### config.mk
export PLATFORM = sky130hd
export DESIGN_NAME = gfx_frac_clkdiv
export DESIGN_NICKNAME = d
export VERILOG_FILES = /design/src/rtl/gfxdiv_pkg.sv /design/src/rtl/gfxdiv_ratio_dec.sv /design/src/rtl/gfxdiv_phase_acc.sv /design/src/rtl/gfxdiv_clk_toggle.sv /design/src/rtl/gfx_frac_clkdiv.sv
export SDC_FILE = /design/constraint.sdc
export NUM_CORES = 1
export LEC_CHECK = 0
export ABC_AREA = 1
export CAP_MARGIN = 20
export CORE_MARGIN = 4
export CORE_UTILIZATION = 55
export CTS_BUF_LIST = sky130_fd_sc_hd__clkbuf_8 sky130_fd_sc_hd__clkbuf_16
export DETAILED_ROUTE_END_ITERATION = 10
export PLACE_DENSITY = 0.76
export SYNTH_ARGS = -nofsm -noshare
export SYNTH_HDL_FRONTEND = slang
export SYNTH_SLANG_ARGS = --single-unit
export TNS_END_PERCENT = 5
### constraint.sdc
create_clock -name clk -period 4.04 [get_ports clk]
set_input_delay 0.808 -clock clk [delete_from_list [all_inputs] [get_ports clk]]
set_output_delay 0.808 -clock clk [all_outputs]
set_load 0.01 [all_outputs]
### src/rtl/gfxdiv_pkg.sv
package gfxdiv_pkg;

  // Region boundaries of the piecewise ratio code
  localparam int HALF_FIRST  = 64;
  localparam int WHOLE_FIRST = 95;

  // Quarter-unit ratio offsets for each region
  localparam int QTR_BASE    = 4;   // ratio 1.00
  localparam int HALF_BASE   = 68;  // ratio 17.00
  localparam int WHOLE_SHIFT = 63;

endpackage

### src/rtl/gfxdiv_ratio_dec.sv
module gfxdiv_ratio_dec #(
  parameter int CODE_W = 7,
  parameter int NQ_W   = 9
) (
  input  logic [CODE_W-1:0] code_i,
  output logic [NQ_W-1:0]   nq_o
);
  import gfxdiv_pkg::*;

  int c;
  int nq;

  always_comb begin
    c = int'(code_i);
    if (c < HALF_FIRST) begin
      // quarter steps
      nq = QTR_BASE + c;
    end else if (c < WHOLE_FIRST) begin
      // half steps
      nq = HALF_BASE + 2 * (c - HALF_FIRST);
    end else begin
      // whole steps
      nq = 4 * (c - WHOLE_SHIFT);
    end
    nq_o = NQ_W'(nq);
  end

endmodule

### src/rtl/gfxdiv_phase_acc.sv
module gfxdiv_phase_acc #(
  parameter int NQ_W     = 9,
  parameter int ACC_STEP = 4,
  parameter int RESET_NQ = 4
) (
  input  logic            clk,
  input  logic            rst,
  input  logic            tick_i,
  input  logic [NQ_W-1:0] nq_req_i,
  output logic            hit_o,
  output logic            strobe_q_o,
  output logic [NQ_W-1:0] nq_act_o,
  output logic [NQ_W-1:0] acc_o
);

  localparam int SUM_W = NQ_W + 1;

  logic [SUM_W-1:0] sum;
  logic [SUM_W-1:0] nxt;

  always_comb begin
    sum   = {1'b0, acc_o} + SUM_W'(ACC_STEP);
    hit_o = tick_i && (sum >= {1'b0, nq_act_o});
    nxt   = hit_o ? (sum - {1'b0, nq_act_o}) : sum;
  end

  always_ff @(posedge clk) begin
    if (rst) begin
      acc_o      <= '0;
      nq_act_o   <= NQ_W'(RESET_NQ);
      strobe_q_o <= 1'b0;
    end else begin
      strobe_q_o <= hit_o;
      if (tick_i) begin
        acc_o <= nxt[NQ_W-1:0];
      end
      if (hit_o) begin
        // the requested code is captured only at a strobe
        nq_act_o <= nq_req_i;
      end
    end
  end

endmodule

### src/rtl/gfxdiv_clk_toggle.sv
module gfxdiv_clk_toggle (
  input  logic clk,
  input  logic rst,
  input  logic hit_i,
  output logic clk_o
);

  always_ff @(posedge clk) begin
    if (rst) begin
      clk_o <= 1'b0;
    end else if (hit_i) begin
      clk_o <= ~clk_o;
    end
  end

endmodule

### src/rtl/gfx_frac_clkdiv.sv
module gfx_frac_clkdiv #(
  parameter int CODE_W   = 7,
  parameter int NQ_W     = 9,
  parameter int ACC_STEP = 4
) (
  input  logic              clk,
  input  logic              rst,
  input  logic              src_sel,
  input  logic              tick_a,
  input  logic              tick_b,
  input  logic [CODE_W-1:0] ratio_code,
  output logic              strobe_o,
  output logic              clk_o
);

  logic            tick_sel;
  logic [NQ_W-1:0] nq_req;
  logic [NQ_W-1:0] nq_act;
  logic [NQ_W-1:0] acc_q;
  logic            hit;

  assign tick_sel = src_sel ? tick_b : tick_a;

  gfxdiv_ratio_dec #(
    .CODE_W(CODE_W),
    .NQ_W  (NQ_W)
  ) u_dec (
    .code_i(ratio_code),
    .nq_o  (nq_req)
  );

  gfxdiv_phase_acc #(
    .NQ_W    (NQ_W),
    .ACC_STEP(ACC_STEP),
    .RESET_NQ(ACC_STEP)
  ) u_acc (
    .clk       (clk),
    .rst       (rst),
    .tick_i    (tick_sel),
    .nq_req_i  (nq_req),
    .hit_o     (hit),
    .strobe_q_o(strobe_o),
    .nq_act_o  (nq_act),
    .acc_o     (acc_q)
  );

  gfxdiv_clk_toggle u_tog (
    .clk  (clk),
    .rst  (rst),
    .hit_i(hit),
    .clk_o(clk_o)
  );

endmodule

After elaboration in Yosys (flattened, before gate mapping)
Index checks and enable logic that the tools add are counted.
{"block": "classes", "n_reduce_logical": 1, "addsub": 6, "n_bitwise": 1, "mux": 4, "n_lt_le_gt_ge": 3}
{"operator": "$mux W9", "count": 3}
{"operator": "$lt A7 B7 Y1 const B", "count": 2}
{"operator": "$add A9 B3 Y10 const B", "count": 1}
{"operator": "$ge A10 B9 Y1", "count": 1}
{"operator": "$add A8 B9 Y9 const A", "count": 1}
{"operator": "$sub A9 B9 Y9", "count": 1}
{"operator": "$add A3 B7 Y8 const A", "count": 1}
{"operator": "$sub A7 B7 Y8 const B", "count": 1}
{"operator": "$sub A7 B6 Y7 const B", "count": 1}
{"operator": "$logic_and A1 B1 Y1", "count": 1}
{"operator": "$mux W1", "count": 1}
{"operator": "$not A1 Y1", "count": 1}
{"block": "word_totals", "input_bits": 12, "reg_bits": 20, "output_inout_bits": 2}

Logic depth before layout (Yosys ltp)
{"block": "depth", "ltp_word": 4, "mapped_depth": 16, "depth_no_buf": 16}

By module
A second synthesis with hierarchy kept.
{"block": "unflattened", "hier_cells": 283, "area_unflattened_um2": 1781.7}
{"module": "gfxdiv_phase_acc", "cells_per_inst": 201, "n_inst": 1, "area_each_um2": 1358.8}
{"module": "gfxdiv_ratio_dec", "cells_per_inst": 72, "n_inst": 1, "area_each_um2": 369.1}
{"module": "gfxdiv_clk_toggle", "cells_per_inst": 6, "n_inst": 1, "area_each_um2": 38.8}
{"module": "gfx_frac_clkdiv", "cells_per_inst": 4, "n_inst": 1, "area_each_um2": 15.0}

Worst setup path after synthesis
OpenSTA, ideal clock, no wires.
{"block": "synth_path", "kind": "register to register", "from": "register u_acc.acc_o[2]", "to": "register u_acc.nq_act_o[3]", "synth_period_minus_slack_ns": 2.108, "arrival_ns": 1.992, "setup_slack_ns": 1.932, "stages_incl_launch_ff": 15, "path_buffers": 0, "setup_time_ns": 0.116, "path_cell_list": "dfxtp_1 > ha_1 > nand2_1 > inv_1 > nand4_1 > xor2_1 > inv_1 > ha_1 > inv_1 > nor2_1 > nand2_4 > nand3_4 > nand2_8 > o21ai_0 > nor2_1"}
{"block": "synth_via", "elab_chain_cells": 3}
{"element": "start: declaration", "line_no": "gfxdiv_phase_acc.sv:13", "rtl": "output logic [NQ_W-1:0] acc_o"}
{"element": "start signal: assignment", "line_no": "gfxdiv_phase_acc.sv:35", "rtl": "acc_o <= nxt[NQ_W-1:0];"}
{"element": "$add A9 B3 Y10", "line_no": "gfxdiv_phase_acc.sv:22", "rtl": "sum = {1'b0, acc_o} + SUM_W'(ACC_STEP);"}
{"element": "$ge A10 B9 Y1", "line_no": "gfxdiv_phase_acc.sv:23", "rtl": "hit_o = tick_i && (sum >= {1'b0, nq_act_o});"}
{"element": "$logic_and A1 B1 Y1", "line_no": "gfxdiv_phase_acc.sv:23"}
{"element": "end signal: assignment", "line_no": "gfxdiv_phase_acc.sv:30", "rtl": "nq_act_o <= NQ_W'(RESET_NQ);"}
{"element": "end signal: assignment", "line_no": "gfxdiv_phase_acc.sv:39", "rtl": "nq_act_o <= nq_req_i;"}
{"element": "end: declaration", "line_no": "gfxdiv_phase_acc.sv:12", "rtl": "output logic [NQ_W-1:0] nq_act_o,"}
Every way passes these cells.
A chain may end at the register's enable or synchronous reset.

Worst setup path after layout
{"block": "layout_path", "from": "register u_acc.acc_o[2]", "to": "register u_acc.nq_act_o[6]"}
Same word-level chain as after synthesis.

==> out/summary.txt <==
outcome: completed
worst setup path start: u_acc.acc_o[2]
utilization after layout: 67.4%
most frequent CP cell: nand2_1
chip width: 63.2 um
CP Capture Type: flop
H-tree depth: 1
net load switching power: 923 uW
share of cells above drive strength 1: 6.74%
hpwl dp: 2.88 mm
fill cell count: 256
Synth Area in Simple Gates: 35.9%
largest cells by area after synthesis: dfxtp_1, nand2_1, ha_1
DIE HEIGHT: 63.2 um
setup TNS: 0 ps
gr ovfl total: 0
pwr/cell area: 945 nW/um2
Yosys cell types: 28
final critical-path share of the clock period: 62.2%
Crit. path cell count: 15
Synth top area share: 23.9%
Slowest-stage cell, CP: dfxtp_1
antenna-violating nets left: 0
most frequent cells after synthesis: nand2_1, inv_1, dfxtp_1, nand3_1, o21ai_0
root buffer cell: clkbuf_8
WL/cell: 12.4 um
Worst Path Required: 4230 ps
routed vias: 1598
Worst VDD drop: 561 uV
CTS tree: done
DR pass1 iterations: 4
Slew @ Worst Pin: 433 ps
FMAX: 398 MHz
CP Max Fanout: 10
YS warnings: 0
Port-buffer cells: 13
Clk pwr share: 11.3%
CP arrival: 2700 ps
vias in the first global route: 1462
reg-to-reg setup timing slack: 1530 ps
Final min period: 2510 ps
hold buffer count at CTS: 0
Post-synth ARST share: 0%
placed cell count: 294
Synth area leader: dfxtp_1
drt initial violations: 91
R2R depth: 15
largest family of logic cells by synthesized area: simple AND/OR/NAND/NOR gates
Post-Synth Adder-Cell Area: 10.9%
Syn Inst Count: 253
Reg clk slew, reported paths: 80 ps
number of enable flip-flop cells after synthesis: 0
area grow syn2layout: 13.7%
Slew Limit Fails: 0
post-CTS resize count: 0
placer congestion estimate: 0.916
Critical Path Start Type: flop
commonest register cell after synthesis: dfxtp_1
die area: 4000 um2
GRT Util Overall: 20.3%
ANT cells: 0
pin count of the biggest net entering global routing: 19
# clock sinks: 20
XOR/XNOR share of the synthesized area: 6.27%
initial antenna violation count: 0
CP peak stage delay: 380 ps
worst-path cell chain: ha_1 -> nand2_1 -> o21ai_0 -> inv_1 -> ha_1 -> nand2_1 -> nor2_2 -> nand2_1 -> nand2_1 -> nand2_2 -> nand3_4 -> nand2_8 -> nor2_8 -> nand2_1 -> o21ai_1
Lkg Pwr: 0.000944 uW
mux cell area share after synthesis: 0.597%
Clock Path Buffers: 2
Slew Limit Headroom: 71.1%
Syn Area/Cell: 6.63 um2
Worst Setup EP: u_acc.nq_act_o[6]
max-cap viol count: 0
IO Count: 14
# nets final: 294
worst skew pair latency: 270 ps
Setup Skew: 10.5 ps
first-pass GRT wire length: 6.64 mm
Top delay family on crit path: simple AND/OR/NAND/NOR gates
Buf+Inv Stages, Crit Path: 1
Reg-to-Reg Start: u_acc.acc_o[2]
Vias/cell: 5.36
final hold vios: 0
sequential share of power: 17.1%
#FFs+latches synth: 20
CORE AREA: 2830 um2
detailed-route DRC error count: 0
Hold Crit Class: reg2reg
count leader, synth: nand2_1
Seq/Total Area, Yosys: 23.9%
Final Non-Filler Cells: 298
Logic pwr share: 71.6%
Setup CP Type: reg2reg
unrepaired setup endpoints after global routing: no
std cell rows: 19
Sw Share: 51.2%
Syn Std Cell Area: 1680 um2
initial core utilization: 59.3%
Power Internal: 878 uW
Num CTS Buffers: 3
Mapped Nets: 279
worst r2r dst: u_acc.nq_act_o[6]
Setup Buffers After CTS: 0
Setup Viol. Count Final: 0
final wirelength: 3.69 mm
complex-gate fraction of the synthesized area: 12.8%
## worst register-to-register path, delay by kind of cell (launching register included)
family                   cells  cell delay, ps
AND/OR/NAND/NOR             10            1120
AO/OA/AOI/OAI                2             300
flip-flops                   1             380
adder cells (fa/ha/maj)      2             540
buffers and inverters        1             110
## metal layers
layer | global-route usage [%] | vias to the layer above | wire length (um)
li1 | - | 848 | -
met1 | 29.4 | 702 | 1890
met2 | 29.1 | 38 | 1510
met3 | 4.80 | 10 | 195
met4 | 7.01 | 0 | 90
met5 | 0 | - | 0
## stage by stage
step | total power (uW) | hold WS [ps] | instance area, um2 | worst slack, ps
2_1_floorplan | 1320 | 443 | 1680 | 1930
3_3_place_gp | 1560 | 453 | 1830 | 1620
3_5_place_dp | 1570 | 463 | 1830 | 1560
4_1_cts | 1790 | 472 | 1910 | 1580
5_1_grt | 2000 | 497 | 1910 | 1340
6_report | 1800 | 470 | 1910 | 1530
## final cells by class
cell class | count | area (um2) | share of cell area, %
clock buffers | 3 | 41.3 | 2.17
flip-flops and latches | 20 | 400 | 21.0
inverters | 40 | 150 | 7.88
well taps | 31 | 38.8 | 2.04
repair buffers | 13 | 130 | 6.83
multi-input cells | 190 | 1110 | 58.5
clock inverters | 1 | 30.0 | 1.58
## kinds of logic after synthesis
kind of cell	Yosys count
fa+ha+maj	14
xor+xnor	12
compound gates	41
buf+inv	43
flops	20
mux	1
simple gates	122
## worst min-delay path by stage
stage	depth (start not counted)	start	endpoint	slack, ps
after global routing	2	u_acc.acc_o[0]	u_acc.acc_o[0]	500
after floorplan	2	u_acc.nq_act_o[4]	u_acc.nq_act_o[4]	440
after detailed placement	1	u_tog.clk_o	u_tog.clk_o	460
final	1	u_tog.clk_o	u_tog.clk_o	470
after global placement	1	u_tog.clk_o	u_tog.clk_o	450
after CTS	1	u_tog.clk_o	u_tog.clk_o	470
## cell usage in the layout, fill, tap and decap left out, types with 2 or more instances in the layout
cell type / instances
a21oi_1: 14
clkbuf_8: 3
clkdlybuf4s50_1: 13
dfxtp_1: 20
ha_1: 13
inv_1: 40
nand2_1: 65
nand2_2: 4
nand2_4: 2
nand3_1: 20
nand3_2: 4
nand3b_1: 2
nand4_1: 4
nor2_1: 16
o21ai_0: 17
o21ai_1: 5
o22ai_1: 2
xnor2_1: 5
xor2_1: 7
## registers in the layout, summed over array words and instances, names as in the netlist
name	cells
u_acc.nq_act_o	9
u_acc.acc_o	9
u_tog.clk_o	1
u_acc.strobe_q_o	1
## power by group through the flow
stage                     combinational, uW  clock, uW  sequential (uW)
final                                  1290        203              308
after CTS                              1270        208              307
after floorplan                        1020          0              306
after detailed placement               1250          0              312
after global placement                 1250          0              311
after global routing                   1470        215              315
Note: power is estimated with default switching activity, not from simulation.
